$ cat config.mk
export PLATFORM = sky130hd
export DESIGN_NAME = mapper_bank_decoder
export DESIGN_NICKNAME = d
export VERILOG_FILES = /design/src/rtl/mapper_pkg.sv /design/src/rtl/mapper_wr_decode.sv /design/src/rtl/mapper_chr_banks.sv /design/src/rtl/mapper_prg_ctrl.sv /design/src/rtl/mapper_bank_decoder.sv
export SDC_FILE = /design/constraint.sdc
export NUM_CORES = 1
export LEC_CHECK = 0
export CORE_MARGIN = 2
export CORE_UTILIZATION = 57
export DETAILED_ROUTE_END_ITERATION = 10
export DONT_BUFFER_PORTS = 1
export PLACE_DENSITY = 0.75
export SKIP_CTS_REPAIR_TIMING = 1
export SYNTH_ARGS = -nofsm -noshare
export SYNTH_HDL_FRONTEND = slang
export SYNTH_HIERARCHICAL = 1
export SYNTH_SLANG_ARGS = --single-unit
$ cat constraint.sdc
create_clock -name clk -period 1.67 [get_ports clk]
set_clock_uncertainty 0.2 [all_clocks]
set_input_delay 0.2505 -clock clk [delete_from_list [all_inputs] [get_ports clk]]
set_output_delay 0.2505 -clock clk [all_outputs]
set_load 0.02 [all_outputs]
$ cat src/rtl/mapper_pkg.sv
package mapper_pkg;

  localparam int CPU_AW      = 16;
  localparam int CPU_DW      = 8;
  localparam int PPU_AW      = 13;
  localparam int PRG_PAGE_AW = 13;   // 8 KB program window
  localparam int CHR_PAGE_AW = 10;   // 1 KB character slot
  localparam int CHR_SLOTS   = 8;
  localparam int NIB_W       = 4;

  localparam logic [CPU_AW-1:0] ADDR_PRG_WIN0 = 16'h8000;
  localparam logic [CPU_AW-1:0] ADDR_PRG_WIN1 = 16'hA000;
  localparam logic [CPU_AW-1:0] ADDR_MIRROR   = 16'h9000;
  localparam int                CHR_BASE      = 'hB000;
  localparam int                CHR_STRIDE    = 'h1000;

  typedef enum logic [1:0] {
    MIR_VERT   = 2'd0,
    MIR_HORIZ  = 2'd1,
    MIR_ONE_LO = 2'd2,
    MIR_ONE_HI = 2'd3
  } mirror_e;

  // Address of the low-nibble port of character bank k
  function automatic int chr_lo_port(int k);
    return CHR_BASE + (k / 2) * CHR_STRIDE + (k % 2) * 2;
  endfunction

  // Reduce a raw bank number to the banks actually fitted
  function automatic int wrap_bank(int raw, int count);
    return raw % count;
  endfunction

  // Bit width needed to index count banks (at least one bit)
  function automatic int bank_bits(int count);
    return (count > 1) ? $clog2(count) : 1;
  endfunction

endpackage

$ cat src/rtl/mapper_wr_decode.sv
module mapper_wr_decode
  import mapper_pkg::*;
(
  input  logic                 cpu_we,
  input  logic [CPU_AW-1:0]    cpu_addr,
  output logic                 hit_prg0,
  output logic                 hit_prg1,
  output logic                 hit_mir,
  output logic [CHR_SLOTS-1:0] hit_chr_lo,
  output logic [CHR_SLOTS-1:0] hit_chr_hi
);

  assign hit_prg0 = cpu_we && (cpu_addr == ADDR_PRG_WIN0);
  assign hit_prg1 = cpu_we && (cpu_addr == ADDR_PRG_WIN1);
  assign hit_mir  = cpu_we && (cpu_addr == ADDR_MIRROR);

  for (genvar k = 0; k < CHR_SLOTS; k++) begin : g_chr_port
    localparam logic [CPU_AW-1:0] LO_PORT = CPU_AW'(chr_lo_port(k));
    localparam logic [CPU_AW-1:0] HI_PORT = CPU_AW'(chr_lo_port(k) + 1);
    assign hit_chr_lo[k] = cpu_we && (cpu_addr == LO_PORT);
    assign hit_chr_hi[k] = cpu_we && (cpu_addr == HI_PORT);
  end

endmodule

$ cat src/rtl/mapper_chr_banks.sv
module mapper_chr_banks
  import mapper_pkg::*;
#(
  parameter int CHR_BANKS = 128,
  localparam int CHR_BW   = bank_bits(CHR_BANKS)
) (
  input  logic                 clk,
  input  logic                 rst_n,
  input  logic [CHR_SLOTS-1:0] hit_lo,
  input  logic [CHR_SLOTS-1:0] hit_hi,
  input  logic [NIB_W-1:0]     nibble,
  input  logic [PPU_AW-1:0]    ppu_addr,
  output logic [CHR_BW+CHR_PAGE_AW-1:0] chr_rom_addr
);

  localparam int SLOT_W = $clog2(CHR_SLOTS);

  logic [CHR_SLOTS-1:0][CPU_DW-1:0] bank_q;

  for (genvar k = 0; k < CHR_SLOTS; k++) begin : g_bank
    always_ff @(posedge clk or negedge rst_n) begin
      if (!rst_n) begin
        bank_q[k] <= '0;
      end else begin
        if (hit_lo[k]) bank_q[k][NIB_W-1:0]      <= nibble;
        if (hit_hi[k]) bank_q[k][CPU_DW-1:NIB_W] <= nibble;
      end
    end
  end

  logic [SLOT_W-1:0] slot;
  logic [CHR_BW-1:0] eff_bank;

  assign slot     = ppu_addr[CHR_PAGE_AW +: SLOT_W];
  assign eff_bank = CHR_BW'(wrap_bank(int'(bank_q[slot]), CHR_BANKS));
  assign chr_rom_addr = {eff_bank, ppu_addr[CHR_PAGE_AW-1:0]};

endmodule

$ cat src/rtl/mapper_prg_ctrl.sv
module mapper_prg_ctrl
  import mapper_pkg::*;
#(
  parameter int PRG_BANKS = 32,
  localparam int PRG_BW   = bank_bits(PRG_BANKS)
) (
  input  logic                 clk,
  input  logic                 rst_n,
  input  logic                 hit_prg0,
  input  logic                 hit_prg1,
  input  logic                 hit_mir,
  input  logic [CPU_DW-1:0]    cpu_data,
  input  logic [1:0]           win_sel,
  input  logic [PRG_PAGE_AW-1:0] page_off,
  output logic [PRG_BW+PRG_PAGE_AW-1:0] prg_rom_addr,
  output logic [1:0]           mirror_mode
);

  logic [CPU_DW-1:0] win0_q, win1_q;
  mirror_e           mir_q;

  always_ff @(posedge clk or negedge rst_n) begin
    if (!rst_n) begin
      win0_q <= CPU_DW'(0);
      win1_q <= CPU_DW'(1);
      mir_q  <= MIR_VERT;
    end else begin
      if (hit_prg0) win0_q <= cpu_data;
      if (hit_prg1) win1_q <= cpu_data;
      if (hit_mir)  mir_q  <= mirror_e'(cpu_data[1:0]);
    end
  end

  logic [PRG_BW-1:0] eff_bank;

  always_comb begin
    unique case (win_sel)
      2'd0:    eff_bank = PRG_BW'(wrap_bank(int'(win0_q), PRG_BANKS));
      2'd1:    eff_bank = PRG_BW'(wrap_bank(int'(win1_q), PRG_BANKS));
      2'd2:    eff_bank = PRG_BW'(PRG_BANKS - 2);
      default: eff_bank = PRG_BW'(PRG_BANKS - 1);
    endcase
  end

  assign prg_rom_addr = {eff_bank, page_off};
  assign mirror_mode  = mir_q;

endmodule

$ cat src/rtl/mapper_bank_decoder.sv
module mapper_bank_decoder
  import mapper_pkg::*;
#(
  parameter int PRG_BANKS = 32,
  parameter int CHR_BANKS = 128,
  localparam int PRG_BW   = bank_bits(PRG_BANKS),
  localparam int CHR_BW   = bank_bits(CHR_BANKS)
) (
  input  logic                            clk,
  input  logic                            rst_n,
  input  logic                            cpu_we,
  input  logic [15:0]                     cpu_addr,
  input  logic [7:0]                      cpu_data,
  input  logic [12:0]                     ppu_addr,
  output logic [PRG_BW+PRG_PAGE_AW-1:0]   prg_rom_addr,
  output logic [CHR_BW+CHR_PAGE_AW-1:0]   chr_rom_addr,
  output logic [1:0]                      mirror_mode
);

  localparam int STROBE_W = 3 + 2 * CHR_SLOTS;

  logic                 hit_prg0, hit_prg1, hit_mir;
  logic [CHR_SLOTS-1:0] hit_chr_lo, hit_chr_hi;
  logic [STROBE_W-1:0]  wr_strobes;   // every decoded write event, for checking

  assign wr_strobes = {hit_prg0, hit_prg1, hit_mir, hit_chr_lo, hit_chr_hi};

  mapper_wr_decode u_dec (
    .cpu_we     (cpu_we),
    .cpu_addr   (cpu_addr),
    .hit_prg0   (hit_prg0),
    .hit_prg1   (hit_prg1),
    .hit_mir    (hit_mir),
    .hit_chr_lo (hit_chr_lo),
    .hit_chr_hi (hit_chr_hi)
  );

  mapper_prg_ctrl #(.PRG_BANKS(PRG_BANKS)) u_prg (
    .clk          (clk),
    .rst_n        (rst_n),
    .hit_prg0     (hit_prg0),
    .hit_prg1     (hit_prg1),
    .hit_mir      (hit_mir),
    .cpu_data     (cpu_data),
    .win_sel      (cpu_addr[14:13]),
    .page_off     (cpu_addr[PRG_PAGE_AW-1:0]),
    .prg_rom_addr (prg_rom_addr),
    .mirror_mode  (mirror_mode)
  );

  mapper_chr_banks #(.CHR_BANKS(CHR_BANKS)) u_chr (
    .clk          (clk),
    .rst_n        (rst_n),
    .hit_lo       (hit_chr_lo),
    .hit_hi       (hit_chr_hi),
    .nibble       (cpu_data[NIB_W-1:0]),
    .ppu_addr     (ppu_addr),
    .chr_rom_addr (chr_rom_addr)
  );

endmodule

==> results.yml <==
timing:
  fin_crit_sh: 1.21
  tightest_slew_ns: 0.760
  min_period_ns: 2.02
  slew-limit-headroom: 0.491
  whs_ns: -0.607
  worst_slack_ns: -0.349
  setup_viol: 7
  max_freq_ghz: 0.495
  hold_violations: 68
  rsz0062_at_grt: "true"
  drv_slew: 0
  tns_ns: -2.23
critical_path:
  reg2regPathDepth: 2
  r2r_slack_ns: 0.58
  r2r-start: "u_prg/win0_q[1]"
  reg2reg_to: "u_prg/win0_q[1]"
  cp_data_arrival_time_ns: 1.57
  start_kind: "flop"
  worst_setup_path_end_kind: "output port"
  worst-path-max-fanout: 2
  critPathKind: "flop to output port"
  cp.required_ns: 1.22
finish:
  final_util: 0.628
  antennaDiodeCount: 0
  drive_gt1_frac: 0.525
  final_cells: 319
  final_common_cell: "dfrtp_1"
  num-fill-cells: 441
  area_growth_pct: 6.72
  layout.nets: 279
  most-common-layout-cells: "67 x dfrtp_1, 60 x mux2_2, 17 x nor2_1"
floorplanning:
  die_height_um: 82.0
  pin_count: 77
  die_area_um2: 6720
  fp.dieW_um: 82.0
  core-area_um2: 5890
  rows: 28
  initial_utilization: 0.588
yosys:
  ys_seq_area_frac: 0.492
  synth.distinct_cells: 23
  netlist_area_um2: 3460
  synth_largest_area_cell: "dfrtp_1"
  synth_nets: 279
  yosysWarnings: 6
  ys_seq_elements: 68
  synth_area_leaders: "dfrtp_1 48%, mux2_2 24%, mux4_1 11%"
  syn_area_per_cell_um2: 14.5
  synth_top_area_frac: 0.484
  synthCells: 239
grt:
  grt_pass1_wl_mm: 10.1
  grt_max_degree: 69
  overflow: 0
  grt_usage: 0.212
  grt_pass1_vias: 1922
  antenna_found_initial: 0
routing:
  dr.pass1.iters: 4
  vias: 1891
  drc: 0
  drt_iter0_drc: 121
  viasPerCell: 5.93
  wl_per_cell_um: 20.4
  wirelength_mm: 6.50
  antenna_left: 0
clocking:
  h-tree-depth: 3
  worstSkewPairLatency_ns: 0.34
  clock-sinks: 68
  cts-root-buf: "clkbuf_8"
  clk_pin_slew_ns: 0.07
  tritoncts: "built"
  cts_buffer_depth: 2
  numCtsBuffers: 9
outcome:
  violations: "negative hold slack, negative setup slack"
  status: "finished with violations"
pwr:
  combPwrFrac: 0.028
  intPower_mw: 2.46
  ir_worst_vdd_uv: 524
  cellPowerDensity_nw_per_um2: 837
  p_seq_frac: 0.533
  power_switching_uw: 630
  power_switching_share: 0.204
  clkPwrFrac: 0.439
  leakage_nw: 1.73
min_path:
  hold_path.class: "primary input to asynchronous set/reset pin"
place:
  hpwl_mm: 4.19
  dp.cells: 297
  place.gp.congestion: 0.764
  port_buffers: 0
run:
  maxCapViolCount: 0
[cell usage after synthesis]
cell type,count
nor2b_1,2
nor2_1,21
a211o_1,4
nand2_1,5
nand3_1,1
buf_4,23
nand2b_1,1
nor4_4,2
and4bb_2,1
nand3b_1,2
and2_1,1
mux4_1,14
buf_1,1
o21ai_0,2
nor2b_2,4
clkbuf_1,4
dfstp_2,1
nand4b_1,2
mux2_2,75
nand4_1,3
buf_12,1
buf_6,2
dfrtp_1,67
[kinds of logic after synthesis]
logic type / after synthesis / share of synthesized area
AOI/OAI and AO/OA: 6 / 0.0130
buffers and inverters: 31 / 0.0676
DFF: 68 / 0.492
muxes: 89 / 0.350
and+or+nand+nor: 45 / 0.0777
[flip-flops by register name, summed over array words and instances (netlist names)]
| name | flops |
|---|---|
| u_prg/mirror_mode | 2 |
| u_prg/win1_q | 5 |
| u_prg/win0_q | 5 |
| u_chr/bank_q | 56 |
[worst max-delay path, cell delays in order (launching register included)]
cell and delay, ns:
dfrtp_1 0.38, mux4_2 0.51, mux2_4 0.33
[per-layer routing]
layer	up-vias	share of wire	track usage
met3	13	0.052	0.0527
met5	-	0	0
met2	63	0.45	0.298
li1	842	-	-
met1	973	0.48	0.307
met4	0	0.021	0.103
[how the worst max path moves through the flow]
stage	from	to	slack [ns]	cells past startpoint
after global routing	u_chr/bank_q[42]	chr_rom_addr[12]	-0.37	2
after floorplan	cpu_addr[9]	u_chr/bank_q[19]	-0.12	4
after global placement	cpu_addr[6]	u_chr/bank_q[3]	-0.19	4
after CTS	u_chr/bank_q[14]	chr_rom_addr[16]	-0.40	2
after detailed placement	cpu_addr[6]	u_chr/bank_q[3]	-0.27	4
final	u_chr/bank_q[46]	chr_rom_addr[16]	-0.35	2
[area by class of cell]
type / instances / area [um^2] / area share
clock buffer: 15 / 166 / 0.0450
clock inverter: 1 / 30.0 / 0.00812
multi-input combinational: 140 / 1540 / 0.417
sequential: 68 / 1700 / 0.461
tap: 75 / 93.8 / 0.0254
timing repair buffer: 20 / 163 / 0.0440
[stage by stage]
step                hold slack [ns]  area (um^2)  total power, mW  setup WS, ns
floorplan                    -0.245         3500             1.84        -0.115
global placement             -0.243         3460             1.73        -0.193
detailed placement           -0.243         3460             1.73        -0.271
CTS                          -0.620         3650             3.10        -0.405
global route                 -0.626         3700             3.21        -0.375
finish                       -0.607         3700             3.09        -0.349
[power groups by stage]
stage               Combinational (mW)  Clock [mW]  Sequential [mW]
global placement                0.0530           0             1.68
CTS                             0.0536        1.40             1.65
detailed placement              0.0535           0             1.68
global route                    0.0926        1.47             1.65
finish                          0.0876        1.36             1.65
floorplan                        0.162           0             1.68
No activity file was read; power rests on OpenSTA's default activity.
